**src/rtl/scb_irq_pkg.sv**
```systemverilog
package scb_irq_pkg;

  localparam int STAT_W = 8;

  // Byte offsets of the host-visible registers
  localparam int OFS_CTRL = 0;
  localparam int OFS_STAT = 2;
  localparam int OFS_PTR  = 4;

  // Status bits that can ever be set (bit 1 is unused)
  localparam logic [STAT_W-1:0] STAT_VALID = 8'hFD;

  // Control byte fields
  localparam int CTL_GMASK = 0;
  localparam int CTL_SWI   = 1;
  localparam int SRC_LO    = 4;
  localparam int SRC_HI    = 7;

  // Strobes from decode control to the datapath
  typedef struct packed {
    logic wrCtrl;
    logic wrStat;
    logic wrPtr;
    logic rdCtrl;
    logic rdStat;
    logic rdPtr;
  } scbStrobe_t;

endpackage

```
**src/rtl/scb_irq_ctrl.sv**
```systemverilog
module scb_irq_ctrl
  import scb_irq_pkg::*;
#(
  parameter int ADDR_W = 3
) (
  input  logic              wrEn,
  input  logic [ADDR_W-1:0] regAddr,
  output scbStrobe_t        strobe
);

  logic hitCtrl, hitStat, hitPtr;

  always_comb begin
    hitCtrl = (regAddr == ADDR_W'(OFS_CTRL));
    hitStat = (regAddr == ADDR_W'(OFS_STAT));
    hitPtr  = (regAddr == ADDR_W'(OFS_PTR));
    strobe.wrCtrl = wrEn & hitCtrl;
    strobe.wrStat = wrEn & hitStat;
    strobe.wrPtr  = wrEn & hitPtr;
    strobe.rdCtrl = hitCtrl;
    strobe.rdStat = hitStat;
    strobe.rdPtr  = hitPtr;
  end

endmodule

```
**src/rtl/scb_irq_datapath.sv**
```systemverilog
module scb_irq_datapath
  import scb_irq_pkg::*;
#(
  parameter int DATA_W = 32
) (
  input  logic              clk,
  input  logic              rstN,
  input  scbStrobe_t        strobe,
  input  logic [DATA_W-1:0] wrData,
  input  logic [STAT_W-1:0] evtSet,
  output logic [DATA_W-1:0] rdData,
  output logic [STAT_W-1:0] ctrlByte,
  output logic [STAT_W-1:0] statusByte,
  output logic [DATA_W-1:0] gptr,
  output logic              irqOut
);

  localparam int SRC_N = SRC_HI - SRC_LO + 1;

  logic [STAT_W-1:0] clrMask;
  logic [STAT_W-1:0] setMask;
  logic [STAT_W-1:0] statusNext;
  logic [SRC_N-1:0]  srcPending;
  logic              irqNext;

  // Per-bit status update: clear first, then set, so a set pulse wins
  genvar b;
  generate
    for (b = 0; b < STAT_W; b++) begin : g_stat
      always_comb begin
        clrMask[b]    = strobe.wrStat & wrData[STAT_W + b];
        setMask[b]    = evtSet[b] & STAT_VALID[b];
        statusNext[b] = (statusByte[b] & ~clrMask[b]) | setMask[b];
      end
    end
    for (b = 0; b < SRC_N; b++) begin : g_src
      assign srcPending[b] = statusByte[SRC_LO + b] & ~ctrlByte[SRC_LO + b];
    end
  endgenerate

  always_comb begin
    if (ctrlByte[CTL_GMASK])    irqNext = 1'b0;
    else if (ctrlByte[CTL_SWI]) irqNext = 1'b1;
    else                        irqNext = |srcPending;
  end

  always_ff @(posedge clk or negedge rstN) begin
    if (!rstN) begin
      ctrlByte   <= '0;
      statusByte <= '0;
      gptr       <= '0;
      irqOut     <= 1'b0;
    end else begin
      statusByte <= statusNext;
      irqOut     <= irqNext;
      if (strobe.wrCtrl) ctrlByte <= wrData[STAT_W-1:0];
      if (strobe.wrPtr)  gptr     <= wrData;
    end
  end

  always_comb begin
    rdData = '0;
    if (strobe.rdCtrl) rdData[STAT_W-1:0] = ctrlByte;
    if (strobe.rdStat) rdData[2*STAT_W-1:STAT_W] = statusByte;
    if (strobe.rdPtr)  rdData = gptr;
  end

endmodule

```
**src/rtl/scb_irq_top.sv**
```systemverilog
module scb_irq_top
  import scb_irq_pkg::*;
#(
  parameter int ADDR_W = 3,
  parameter int DATA_W = 32
) (
  input  logic              clk,
  input  logic              rstN,
  input  logic              wrEn,
  input  logic [ADDR_W-1:0] regAddr,
  input  logic [DATA_W-1:0] wrData,
  output logic [DATA_W-1:0] rdData,
  input  logic [STAT_W-1:0] evtSet,
  output logic              irqOut
);

  scbStrobe_t        strobe;
  logic [STAT_W-1:0] ctrlByte;
  logic [STAT_W-1:0] statusByte;
  logic [DATA_W-1:0] gptr;

  scb_irq_ctrl #(.ADDR_W(ADDR_W)) u_ctrl (
    .wrEn    (wrEn),
    .regAddr (regAddr),
    .strobe  (strobe)
  );

  scb_irq_datapath #(.DATA_W(DATA_W)) u_dp (
    .clk        (clk),
    .rstN       (rstN),
    .strobe     (strobe),
    .wrData     (wrData),
    .evtSet     (evtSet),
    .rdData     (rdData),
    .ctrlByte   (ctrlByte),
    .statusByte (statusByte),
    .gptr       (gptr),
    .irqOut     (irqOut)
  );

endmodule

```
**config.mk**
```make
export PLATFORM = sky130hd
export DESIGN_NAME = scb_irq_top
export DESIGN_NICKNAME = d
export VERILOG_FILES = /design/src/rtl/scb_irq_pkg.sv /design/src/rtl/scb_irq_ctrl.sv /design/src/rtl/scb_irq_datapath.sv /design/src/rtl/scb_irq_top.sv
export SDC_FILE = /design/constraint.sdc
export NUM_CORES = 1
export LEC_CHECK = 0
export ABC_CLOCK_PERIOD_IN_PS = 2900
export CORE_MARGIN = 2
export CORE_UTILIZATION = 25
export CTS_BUF_LIST = sky130_fd_sc_hd__clkbuf_4
export CTS_CLUSTER_DIAMETER = 150
export DETAILED_ROUTE_END_ITERATION = 10
export PLACE_DENSITY_LB_ADDON = 0.3
export SYNTH_ARGS = -nofsm -noshare
export SYNTH_HDL_FRONTEND = slang
export SYNTH_SLANG_ARGS = --single-unit
```
**constraint.sdc**
```tcl
create_clock -name clk -period 2.9 [get_ports clk]
set_clock_uncertainty 0.05 [all_clocks]
set_input_delay 0.29 -clock clk [delete_from_list [all_inputs] [get_ports clk]]
set_output_delay 0.29 -clock clk [all_outputs]
set_load 0.02 [all_outputs]
```
==> impl_metrics.prom, run 1 <==
# TYPE chip_impl_metric gauge
chip_impl_info{name="run_status",value="complete, no violations"} 1
chip_impl_metric{name="netlist_instances",unit=""} 179
chip_impl_metric{name="floorplan.initialDensity",unit=""} 0.2576
chip_impl_metric{name="powerDensity",unit="mW/mm^2"} 516.6
chip_impl_metric{name="cts_buffers",unit=""} 5
chip_impl_metric{name="top_fanout_value_on_the_critical_path",unit=""} 5
chip_impl_metric{name="post-route-period-util",unit=""} 0.8559
chip_impl_metric{name="post_synth_instance_area",unit="sq mm"} 0.002236
chip_impl_metric{name="post_cts_resized",unit=""} 0
chip_impl_metric{name="fillCellCount",unit=""} 888
chip_impl_metric{name="route.vias.total",unit=""} 1657
chip_impl_metric{name="std_cell_core_area",unit="sq mm"} 0.008678
chip_impl_metric{name="maxCapViolCount",unit=""} 0
chip_impl_metric{name="cts.hold.buffers_added",unit=""} 0
chip_impl_metric{name="die_extent_in_x",unit="microns"} 98.57
chip_impl_info{name="crit_path_cell_chain",value="clkdlybuf4s50_1, nor2b_1, buf_4, a22oi_1, nor2_1, clkdlybuf4s50_1"} 1
chip_impl_metric{name="maxSlewViolCount",unit=""} 0
chip_impl_metric{name="period_minus_slack",unit="ns"} 2.482
chip_impl_metric{name="drc",unit=""} 0
chip_impl_metric{name="route.final.wire_length",unit="mm"} 5.457
chip_impl_info{name="critical_path.startpoint_type",value="input port"} 1
chip_impl_metric{name="postSynthNetCount",unit=""} 225
chip_impl_metric{name="numPortBuffers",unit=""} 77
chip_impl_metric{name="adder_cell_fraction_of_synth_area",unit=""} 0
chip_impl_info{name="cts_root_buf",value="clkbuf_4"} 1
chip_impl_metric{name="cell_rows",unit=""} 34
chip_impl_metric{name="multiInputGateArea",unit="sq um"} 918.4
chip_impl_metric{name="via_per_inst",unit=""} 4.540
chip_impl_metric{name="initial_drt_markers",unit=""} 59
chip_impl_metric{name="route.detailed.wl_per_inst",unit="microns"} 14.95
chip_impl_metric{name="peakVddDrop",unit="V"} 0.0002319
chip_impl_metric{name="clock_pin_slew_on_the_worst_setup_and_hold_paths",unit="ns"} 0.15
chip_impl_metric{name="post_synth_xor_area_fraction",unit=""} 0
chip_impl_info{name="rsz0062_at_grt",value="no"} 1
chip_impl_metric{name="synth_area_per_cell",unit="sq um"} 12.49
chip_impl_metric{name="register_area",unit="sq mm"} 0.001226
chip_impl_metric{name="first_global_vias",unit=""} 1758
chip_impl_metric{name="data_required_time_of_the_worst_path",unit="ns"} 2.56
chip_impl_metric{name="worst_skew_pair.late_latency",unit="ns"} 0.36
chip_impl_info{name="slowest_stage",value="clkdlybuf4s50_1"} 1
chip_impl_metric{name="gpl.final_weighted_congestion",unit=""} 0.6746
chip_impl_metric{name="synth.area.mux_share",unit=""} 0.2373
chip_impl_metric{name="ys.warnings.count",unit=""} 0
chip_impl_metric{name="synth-seq-area-share",unit=""} 0.5484
chip_impl_metric{name="final_area",unit="sq mm"} 0.003197
chip_impl_metric{name="hold_ws",unit="ns"} 0.07858
chip_impl_info{name="cpMostUsedCell",value="clkdlybuf4s50_1"} 1
chip_impl_metric{name="pin_count_of_the_biggest_net_entering_global_routing",unit=""} 50
chip_impl_metric{name="numClockSinks",unit=""} 49
chip_impl_info{name="worst_hold_path_type",value="input port to async pin"} 1
chip_impl_info{name="clock_tree_from_tritoncts",value="built"} 1
chip_impl_metric{name="layout-area-overhead-vs-synth",unit="%"} 42.98
chip_impl_metric{name="drt_pass1_iterations",unit=""} 4
chip_impl_metric{name="final_net_count",unit=""} 302
chip_impl_metric{name="ctsHtreeMaxLevel",unit=""} 2
chip_impl_info{name="synth_top_family_by_area",value="multiplexers"} 1
chip_impl_metric{name="critical_path.max_stage_delay",unit="ns"} 0.62
chip_impl_metric{name="dpl_cell_area",unit="sq mm"} 0.003118
chip_impl_metric{name="yosys_register_bits",unit=""} 49
chip_impl_metric{name="antenna_left",unit=""} 0
chip_impl_metric{name="grt_pass1_wl",unit="mm"} 9.032
chip_impl_metric{name="p_leak",unit="nW"} 1.333
chip_impl_metric{name="die-area",unit="sq mm"} 0.009716
chip_impl_metric{name="grt_overflow_total",unit=""} 0
chip_impl_metric{name="yosys.area_share.simple",unit=""} 0.1102
chip_impl_metric{name="buffers_inserted_by_post_cts_timing_repair",unit=""} 0
chip_impl_metric{name="finalHoldViolCount",unit=""} 0
chip_impl_metric{name="share_of_the_core_filled_with_cells",unit=""} 0.3684
chip_impl_metric{name="worst_slew_pin_slew",unit="ns"} 1.111
chip_impl_metric{name="top_level_ports",unit=""} 79
chip_impl_metric{name="remaining_max_slew_budget_at_the_tightest_pin",unit=""} 0.2596
chip_impl_metric{name="num_antenna_cells",unit=""} 0
chip_impl_metric{name="worstPathArrival",unit="ns"} 2.14
chip_impl_metric{name="synth-compound-area-share",unit=""} 0.06267
chip_impl_metric{name="tns",unit="ns"} 0
chip_impl_metric{name="clock.fmax",unit="MHz"} 402.9
chip_impl_metric{name="dieHeight",unit="microns"} 98.57
chip_impl_metric{name="ys_types",unit=""} 21
chip_impl_info{name="crit_path_end_kind",value="output port"} 1
chip_impl_metric{name="setup_viol",unit=""} 0
chip_impl_metric{name="grt_usage",unit=""} 0.1178
chip_impl_metric{name="drive_gt1_frac",unit=""} 0.2179
chip_impl_metric{name="detailedPlacementHpwl",unit="mm"} 3.876
chip_impl_info{name="start_to_end_type_of_the_worst_setup_path",value="input port to output port"} 1
chip_impl_metric{name="number_of_antenna_violations_at_the_first_check_in_global_routing",unit=""} 0
chip_impl_metric{name="ctsLongestPathBuffers",unit=""} 2
[worst max-delay path: cells and delay by family]
kind | cells | cell delay [ns]
and+or+nand+nor | 2 | 0.44
AOI/OAI and AO/OA | 1 | 0.06
buffers and inverters | 3 | 1.34
[cell usage in the layout, fill, tap and decap left out, drive strengths merged]
master	count
clkbuf	5
nand2	7
nor2	17
or2	1
mux2i	8
a22oi	8
mux2	40
a21o	7
nor2b	2
clkdlybuf4s50	76
and3	17
buf	7
nor3b	1
clkinvlp	1
inv	4
a222oi	1
bufinv	1
clkinv	1
a21boi	1
and4bb	1
a21oi	2
dfrtp	49
[registers in the layout, indices dropped and copies added, names as in the netlist]
name             count
u_dp.ctrlByte        8
u_dp.gptr           32
u_dp.irqOut          1
u_dp.statusByte      8
[synth_stat cells]
| cell | instances | area share |
|---|---|---|
| mux2_2 | 39 | 0.20 |
| and4bb_2 | 1 | 0.0056 |
| inv_1 | 4 | 0.0067 |
| a21boi_0 | 1 | 0.0034 |
| nor2b_1 | 2 | 0.0056 |
| buf_4 | 3 | 0.010 |
| buf_6 | 2 | 0.010 |
| a21oi_1 | 2 | 0.0045 |
| nor3b_4 | 1 | 0.0084 |
| nand2_1 | 7 | 0.012 |
| or2_1 | 1 | 0.0028 |
| mux2_1 | 1 | 0.0050 |
| mux2i_1 | 8 | 0.036 |
| a222oi_1 | 1 | 0.0045 |
| nor2_1 | 17 | 0.029 |
| a22oi_1 | 8 | 0.027 |
| clkbuf_1 | 6 | 0.010 |
| a21o_1 | 7 | 0.024 |
| dfrtp_1 | 49 | 0.55 |
| and3_1 | 17 | 0.048 |
| buf_2 | 2 | 0.0045 |
[per-stage QoR]
step	setup WS, ns	instances	power, W
6_report	0.4180	365	0.001652
3_3_place_gp	0.3800	357	0.001269
4_1_cts	0.3957	365	0.001687
3_5_place_dp	0.4057	357	0.001279
2_1_floorplan	1.254	179	0.001095
5_1_grt	0.2547	365	0.001771
[metal layers]
layer | up-vias | track usage | routed length, microns
met5 | - | 0 | 0
met4 | 0 | 0.02529 | 17
met3 | 2 | 0.02908 | 310
met2 | 54 | 0.1973 | 2697
met1 | 816 | 0.1555 | 2431
li1 | 785 | - | -
[worst paths after layout]
check	from	to	slack, ns	cells past startpoint
max in group asynchronous	rstN	u_dp.gptr[10]$_DFFE_PN0P_	2.05	1
min	rstN	u_dp.gptr[26]$_DFFE_PN0P_	0.08	1
min in group clk	u_dp.ctrlByte[0]$_DFFE_PN0P_	u_dp.irqOut$_DFF_PN0_	0.42	1
max	regAddr[2]	rdData[14]	0.42	6
max reg2reg	u_dp.ctrlByte[7]$_DFFE_PN0P_	u_dp.irqOut$_DFF_PN0_	1.84	3
min reg2reg	u_dp.ctrlByte[0]$_DFFE_PN0P_	u_dp.irqOut$_DFF_PN0_	0.42	1
[report_power, final]
group | switching, W | internal (W) | total, W
clock | 0.000217 | 0.000179 | 0.000396
combinational | 0.000151 | 0.000232 | 0.000383
sequential | 0.0000627 | 0.000810 | 0.000873
[cell families (layout without fill, tap and decap cells)]
kind of cell | Yosys count | in the layout
AND/OR/NAND/NOR | 46 | 46
multiplexers | 48 | 48
flip-flops | 49 | 49
buffers and inverters | 17 | 95
AO/OA/AOI/OAI | 19 | 19
[cell type report]
| type | instances | share of cell area |
|---|---|---|
| Inverter | 4 | 0.004697 |
| Tap cell | 108 | 0.04227 |
| Clock inverter | 3 | 0.01292 |
| Clock buffer | 5 | 0.01174 |
| Multi-Input combinational cell | 113 | 0.2873 |
| Sequential cell | 49 | 0.3836 |
| Timing Repair Buffer | 83 | 0.2575 |
(Power assumes the default switching activity.)
==> run 2: changes to the inputs <==
Settings changed: SLEW_MARGIN set to 20.
==> run 2 against run 1 <==
Against the previous run: count of clock-buffer cells in the layout did not move; final cell count increased by 0.27%; hold slack improved by 0.34 ns; register-to-register slack about the same; cell area is 1.1% higher; routed wire length is essentially flat; first-iteration DRC count grew 29%; global-route usage shrank 0.13 points; setup slack gained 0.025 ns; non-clock buffer count increased by 1; via count down 1.1%; die area unchanged.
==> impl_metrics.prom, run 2 (same netlist as run 1, synthesis figures left out) <==
# TYPE chip_impl_metric gauge
chip_impl_info{name="clock_tree_from_tritoncts",value="built"} 1
chip_impl_metric{name="worst_skew_pair.late_latency",unit="ns"} 0.36
chip_impl_metric{name="grt_usage",unit=""} 0.1165
chip_impl_metric{name="route.vias.total",unit=""} 1639
chip_impl_metric{name="drt_pass1_iterations",unit=""} 4
chip_impl_metric{name="final_net_count",unit=""} 303
chip_impl_info{name="dr.max_layer_used",value="met4"} 1
chip_impl_metric{name="period_minus_slack",unit="ns"} 2.457
chip_impl_metric{name="detailedPlacementHpwl",unit="mm"} 3.892
chip_impl_metric{name="powerDensity",unit="mW/mm^2"} 538.6
chip_impl_metric{name="hold_ws",unit="ns"} 0.4159
chip_impl_metric{name="via_per_inst",unit=""} 4.478
chip_impl_metric{name="std_cell_core_area",unit="sq mm"} 0.008678
chip_impl_metric{name="met3WireLength",unit="microns"} 256
chip_impl_metric{name="dieHeight",unit="microns"} 98.57
chip_impl_metric{name="top_level_ports",unit=""} 79
chip_impl_info{name="cts_root_buf",value="clkbuf_4"} 1
chip_impl_metric{name="route.detailed.wl_per_inst",unit="microns"} 14.90
chip_impl_metric{name="pin_count_of_the_biggest_net_entering_global_routing",unit=""} 50
chip_impl_info{name="rsz0062_at_grt",value="no"} 1
chip_impl_metric{name="final_area",unit="sq mm"} 0.003233
chip_impl_info{name="run_status",value="complete, no violations"} 1
chip_impl_info{name="most_frequent_standard_cell_in_the_layout_excluding_fill_and_tap_cells",value="clkdlybuf4s50_1"} 1
chip_impl_metric{name="dpl_cell_area",unit="sq mm"} 0.003120
chip_impl_metric{name="antenna_left",unit=""} 0
chip_impl_info{name="regToRegEndpoint",value="u_dp.irqOut$_DFF_PN0_"} 1
chip_impl_metric{name="die_extent_in_x",unit="microns"} 98.57
chip_impl_metric{name="initial_drt_markers",unit=""} 76
chip_impl_metric{name="wl_met2",unit="mm"} 2.630
chip_impl_metric{name="clock_pin_slew_on_the_worst_setup_and_hold_paths",unit="ns"} 0.14
chip_impl_metric{name="tns",unit="ns"} 0
chip_impl_metric{name="worstPathArrival",unit="ns"} 2.12
chip_impl_info{name="timing.critical_path.to",value="rdData[11]"} 1
chip_impl_metric{name="worst_slew_pin_slew",unit="ns"} 0.6364
chip_impl_metric{name="finalHoldViolCount",unit=""} 0
chip_impl_info{name="critical_path.reg2reg.startpoint",value="u_dp.ctrlByte[7]$_DFFE_PN0P_"} 1
chip_impl_metric{name="ctsLongestPathBuffers",unit=""} 2
chip_impl_info{name="critical_path.startpoint_type",value="input port"} 1
chip_impl_metric{name="gpl.final_weighted_congestion",unit=""} 0.6746
chip_impl_metric{name="remaining_max_slew_budget_at_the_tightest_pin",unit=""} 0.5757
chip_impl_info{name="largest_registers",value="u_dp.gptr x32, u_dp.ctrlByte x8, u_dp.statusByte x8"} 1
chip_impl_info{name="crit_path_end_kind",value="output port"} 1
chip_impl_metric{name="p_leak",unit="nW"} 1.354
chip_impl_metric{name="first_global_vias",unit=""} 1746
chip_impl_metric{name="setup_viol",unit=""} 0
chip_impl_metric{name="layout-area-overhead-vs-synth",unit="%"} 44.60
chip_impl_metric{name="clock.fmax",unit="MHz"} 407.0
chip_impl_metric{name="cts_buffers",unit=""} 5
chip_impl_metric{name="floorplan.initialDensity",unit=""} 0.2576
chip_impl_metric{name="ctsHtreeMaxLevel",unit=""} 2
chip_impl_metric{name="largest_reg_flops",unit=""} 32
chip_impl_metric{name="post_cts_resized",unit=""} 0
chip_impl_metric{name="grt_overflow_total",unit=""} 0
chip_impl_info{name="startpoint",value="regAddr[2]"} 1
chip_impl_metric{name="drive_gt1_frac",unit=""} 0.2209
chip_impl_metric{name="grt_pass1_wl",unit="mm"} 8.935
chip_impl_metric{name="number_of_antenna_violations_at_the_first_check_in_global_routing",unit=""} 0
chip_impl_metric{name="data_required_time_of_the_worst_path",unit="ns"} 2.56
chip_impl_metric{name="maxSlewViolCount",unit=""} 0
chip_impl_info{name="layout_common_cells",value="clkdlybuf4s50_1 (76), dfrtp_1 (49), mux2_2 (39)"} 1
chip_impl_info{name="worst_hold_path_type",value="input port to async pin"} 1
chip_impl_metric{name="num_antenna_cells",unit=""} 0
chip_impl_metric{name="numClockSinks",unit=""} 49
chip_impl_metric{name="cell_rows",unit=""} 34
chip_impl_metric{name="die-area",unit="sq mm"} 0.009716
chip_impl_metric{name="worst-r2r-setup-slack",unit="ns"} 1.84
chip_impl_info{name="top_register",value="u_dp.gptr"} 1
chip_impl_metric{name="numPortBuffers",unit=""} 77
chip_impl_metric{name="detail_route.wirelength.met1",unit="mm"} 2.534
chip_impl_metric{name="peakVddDrop",unit="V"} 0.0002033
chip_impl_metric{name="r2r.worst_path.cells",unit=""} 3
chip_impl_metric{name="maxCapViolCount",unit=""} 0
chip_impl_info{name="start_to_end_type_of_the_worst_setup_path",value="input port to output port"} 1
chip_impl_metric{name="route.final.wire_length",unit="mm"} 5.455
chip_impl_metric{name="drc",unit=""} 0
chip_impl_metric{name="top_fanout_value_on_the_critical_path",unit=""} 5
chip_impl_metric{name="post-route-period-util",unit=""} 0.8472
[run 2: layer usage]
metal	vias up	global-route usage
li1	783	-
met3	5	0.02695
met2	54	0.1926
met1	797	0.1555
met5	-	0
met4	0	0.02845
[run 2: worst max-delay path, cell delays in order]
cell and delay, ns:
clkdlybuf4s50_1 0.50, nor2b_1 0.32, buf_4 0.21, a22oi_1 0.07, nor2_1 0.12, clkdlybuf4s50_1 0.62
[run 2: what timing repair did]
action	CTS	global route
hold endpoints to repair	49	0
hold buffers	1	0
setup buffers	0	0
[run 2: how the worst min path moves through the flow]
| stage | startpoint | cells past startpoint | endpoint |
|---|---|---|---|
| after floorplan | rstN | 0 | u_dp.ctrlByte[0]$_DFFE_PN0P_ |
| after global placement | u_dp.ctrlByte[0]$_DFFE_PN0P_ | 1 | u_dp.irqOut$_DFF_PN0_ |
| after detailed placement | rstN | 1 | u_dp.gptr[28]$_DFFE_PN0P_ |
| after CTS | evtSet[0] | 2 | u_dp.statusByte[0]$_DFF_PN0_ |
| after global routing | evtSet[0] | 2 | u_dp.statusByte[0]$_DFF_PN0_ |
| final | rstN | 2 | u_dp.gptr[28]$_DFFE_PN0P_ |
[run 2: final cells by class]
class / count / area, sq um
multi-input combinational: 113 / 918.4
timing repair buffer: 84 / 835.8
inverter: 4 / 15.01
sequential: 49 / 1226
clock buffer: 5 / 37.54
fill: 873 / 5445
tap: 108 / 135.1
clock inverter: 3 / 65.06
[run 2: metrics by stage]
stage / worst slack, ns / utilization / std cells / power, W
floorplan: 1.254 / - / 179 / 0.001095
global placement: 0.3800 / 0.3593 / 357 / 0.001269
detailed placement: 0.4049 / 0.3596 / 357 / 0.001280
CTS: 0.4039 / 0.3725 / 366 / 0.001776
global route: 0.2703 / 0.3725 / 366 / 0.001851
finish: 0.4432 / 0.3725 / 366 / 0.001741
[run 2: where the power goes]
group	total [W]	switching (W)	internal [W]	leakage [nW]
Clock	0.000484	0.000217	0.000267	0.0552
Sequential	0.000872	0.0000626	0.000810	0.568
Combinational	0.000385	0.000152	0.000233	0.731
==> run 3: changes to the inputs <==
Settings changed: ABC_CLOCK_PERIOD_IN_PS 2900 to 2200.
Clock period 2.9 ns to 2.2 ns, I/O delays scaled along.
==> run 3 against run 2 <==
Against the previous run: hold slack got worse by 0.10 ns; setup slack got worse by 0.35 ns; sequential cell count did not move; global-route usage barely moved; critical path type unchanged; critical endpoint is now rdData[20]; final cell count rose by 1.9%; largest power group unchanged.
==> impl_metrics.prom, run 3 (same netlist as run 1, synthesis figures left out) <==
# TYPE chip_impl_metric gauge
chip_impl_metric{name="worst_skew_pair.late_latency",unit="ns"} 0.35
chip_impl_metric{name="std_cell_core_area",unit="sq mm"} 0.008678
chip_impl_metric{name="buffers_inserted_by_post_cts_timing_repair",unit=""} 0
chip_impl_info{name="cpMostUsedCell",value="clkdlybuf4s50_1"} 1
chip_impl_metric{name="worst_slew_pin_slew",unit="ns"} 0.3332
chip_impl_metric{name="route.final.wire_length",unit="mm"} 5.396
chip_impl_metric{name="die_extent_in_x",unit="microns"} 98.57
chip_impl_metric{name="route.detailed.wl_per_inst",unit="microns"} 14.47
chip_impl_metric{name="internal_power",unit="W"} 0.001504
chip_impl_metric{name="number_of_antenna_violations_at_the_first_check_in_global_routing",unit=""} 0
chip_impl_info{name="clock_tree_from_tritoncts",value="built"} 1
chip_impl_info{name="dominant_delay_contributor_by_cell_family_on_the_critical_path",value="buffers and inverters"} 1
chip_impl_info{name="crit_path_cell_chain",value="clkdlybuf4s50_1, nor2_1, buf_4, and3_1, clkdlybuf4s50_1"} 1
chip_impl_metric{name="timing.critical_path.buf_inv",unit=""} 3
chip_impl_info{name="critical_path.startpoint_type",value="input port"} 1
chip_impl_metric{name="ctsLongestPathBuffers",unit=""} 2
chip_impl_info{name="cts_root_buf",value="clkbuf_4"} 1
chip_impl_metric{name="numPortBuffers",unit=""} 77
chip_impl_metric{name="top_fanout_value_on_the_critical_path",unit=""} 17
chip_impl_metric{name="grt_usage",unit=""} 0.1163
chip_impl_metric{name="final_net_count",unit=""} 311
chip_impl_metric{name="net_switching_share_of_the_total_power",unit=""} 0.2663
chip_impl_metric{name="setup_viol",unit=""} 0
chip_impl_metric{name="gpl.final_weighted_congestion",unit=""} 0.6951
chip_impl_metric{name="maxCapViolCount",unit=""} 0
chip_impl_metric{name="finalWorstSetupSlack",unit="ns"} 0.08841
chip_impl_metric{name="first_global_vias",unit=""} 1724
chip_impl_metric{name="r2r.worst_path.cells",unit=""} 3
chip_impl_metric{name="power.combinational.fraction",unit=""} 0.249
chip_impl_metric{name="floorplan.initialDensity",unit=""} 0.2576
chip_impl_metric{name="layout-area-overhead-vs-synth",unit="%"} 46.33
chip_impl_metric{name="p_leak",unit="nW"} 1.502
chip_impl_metric{name="share_clk_of_total_power",unit=""} 0.190
chip_impl_metric{name="maxSlewViolCount",unit=""} 0
chip_impl_metric{name="worstPathArrival",unit="ns"} 1.84
chip_impl_info{name="run_status",value="complete, no violations"} 1
chip_impl_metric{name="drive_gt1_frac",unit=""} 0.2377
chip_impl_info{name="regToRegEndpoint",value="u_dp.irqOut$_DFF_PN0_"} 1
chip_impl_metric{name="dieHeight",unit="microns"} 98.57
chip_impl_metric{name="ctsHtreeMaxLevel",unit=""} 2
chip_impl_info{name="critical_path.reg2reg.startpoint",value="u_dp.ctrlByte[7]$_DFFE_PN0P_"} 1
chip_impl_info{name="layout_common_cells",value="clkdlybuf4s50_1 (59), dfrtp_1 (49), mux2_2 (39)"} 1
chip_impl_metric{name="post-route-period-util",unit=""} 0.9598
chip_impl_metric{name="clock_pin_slew_on_the_worst_setup_and_hold_paths",unit="ns"} 0.13
chip_impl_metric{name="cell_rows",unit=""} 34
chip_impl_metric{name="remaining_max_slew_budget_at_the_tightest_pin",unit=""} 0.7779
chip_impl_metric{name="worst-r2r-setup-slack",unit="ns"} 1.12
chip_impl_metric{name="grt_pass1_wl",unit="mm"} 8.880
chip_impl_metric{name="die-area",unit="sq mm"} 0.009716
chip_impl_metric{name="net_load_switching_power",unit="W"} 0.0005461
chip_impl_info{name="most_frequent_standard_cell_in_the_layout_excluding_fill_and_tap_cells",value="clkdlybuf4s50_1"} 1
chip_impl_metric{name="post-layout-total-power",unit="W"} 0.002050
chip_impl_metric{name="antenna_left",unit=""} 0
chip_impl_metric{name="data_required_time_of_the_worst_path",unit="ns"} 1.93
chip_impl_metric{name="placement.setup.worst_slack",unit="ns"} -0.09197
chip_impl_metric{name="initial_drt_markers",unit=""} 64
chip_impl_metric{name="powerDensity",unit="mW/mm^2"} 626.7
chip_impl_metric{name="numClockSinks",unit=""} 49
chip_impl_metric{name="critical_path.max_stage_delay",unit="ns"} 0.60
chip_impl_metric{name="peakVddDrop",unit="V"} 0.0002105
chip_impl_metric{name="pin_count_of_the_biggest_net_entering_global_routing",unit=""} 50
chip_impl_metric{name="top_level_ports",unit=""} 79
chip_impl_metric{name="grt_overflow_total",unit=""} 0
chip_impl_metric{name="fillCellCount",unit=""} 879
chip_impl_metric{name="num_antenna_cells",unit=""} 0
chip_impl_info{name="slowest_stage",value="clkdlybuf4s50_1"} 1
chip_impl_metric{name="power.sequential.fraction",unit=""} 0.561
chip_impl_info{name="start_to_end_type_of_the_worst_setup_path",value="input port to output port"} 1
chip_impl_metric{name="clock.fmax",unit="MHz"} 473.6
chip_impl_info{name="worst_hold_path_type",value="input port to async pin"} 1
chip_impl_metric{name="via_per_inst",unit=""} 4.370
chip_impl_info{name="largest_registers",value="u_dp.gptr x32, u_dp.ctrlByte x8, u_dp.statusByte x8"} 1
chip_impl_metric{name="drt_pass1_iterations",unit=""} 4
chip_impl_metric{name="timing.critical_path.depth",unit=""} 5
chip_impl_metric{name="period_minus_slack",unit="ns"} 2.112
chip_impl_metric{name="route.vias.total",unit=""} 1630
chip_impl_metric{name="detailedPlacementHpwl",unit="mm"} 3.928
chip_impl_metric{name="cts_buffers",unit=""} 5
chip_impl_metric{name="finalHoldViolCount",unit=""} 0
chip_impl_info{name="top_register",value="u_dp.gptr"} 1
chip_impl_info{name="crit_path_end_kind",value="output port"} 1
chip_impl_metric{name="drc",unit=""} 0
chip_impl_metric{name="largest_reg_flops",unit=""} 32
-- run 3: routing by layer --
| metal | global-route usage | wire [microns] | up-vias |
|---|---|---|---|
| li1 | - | - | 801 |
| met1 | 0.1550 | 2450 | 774 |
| met2 | 0.1905 | 2583 | 48 |
| met3 | 0.02979 | 294 | 7 |
| met4 | 0.02845 | 68 | 0 |
| met5 | 0 | 0 | - |
-- run 3: final cells by class --
class | count | area (sq um) | share of cell area
sequential | 49 | 1226 | 0.3748
multi-input combinational | 113 | 918.4 | 0.2807
timing repair buffer | 92 | 928.4 | 0.2837
clock buffer | 6 | 45.04 | 0.01377
tap | 108 | 135.1 | 0.04130
inverter | 4 | 15.01 | 0.004589
clock inverter | 1 | 3.754 | 0.001147
-- run 3: tightest hold or removal path, stage by stage --
cell and delay (ns):
dlygate4sd3_1 0.52, buf_2 0.12, buf_12 0.25
-- run 3: power groups by stage --
| stage | Combinational [W] | Clock (W) | Sequential (W) |
|---|---|---|---|
| 3_5_place_dp | 0.000534 | 0 | 0.00117 |
| 4_1_cts | 0.000525 | 0.000422 | 0.00115 |
| 3_3_place_gp | 0.000525 | 0 | 0.00117 |
| 6_report | 0.000510 | 0.000391 | 0.00115 |
| 2_1_floorplan | 0.000292 | 0 | 0.00115 |
| 5_1_grt | 0.000559 | 0.000466 | 0.00117 |
-- run 3: worst max-delay path by stage --
stage	start	endpoint
3_5_place_dp	regAddr[1]	rdData[11]
5_1_grt	regAddr[1]	rdData[31]
2_1_floorplan	regAddr[0]	u_dp.ctrlByte[0]$_DFFE_PN0P_
3_3_place_gp	regAddr[1]	rdData[14]
4_1_cts	regAddr[1]	rdData[2]
6_report	regAddr[1]	rdData[20]
-- run 3: what timing repair did --
action	CTS	global route
setup endpoints to repair	14	4
gates resized for setup	14	4
hold buffers	1	0
endpoints found under the hold margin	49	0
gates cloned	0	0
-- run 3: through the flow --
stage	utilization	std cells	instance area, sq um	TNS [ns]	hold WS, ns
2_1_floorplan	-	179	2236	0	-0.1256
3_3_place_gp	0.3705	365	3216	-0.4161	0.1809
3_5_place_dp	0.3705	365	3216	-0.6127	0.1793
4_1_cts	0.3759	373	3262	0	0.3079
5_1_grt	0.3770	373	3272	-0.001704	0.3052
6_report	0.3770	373	3272	0	0.3137
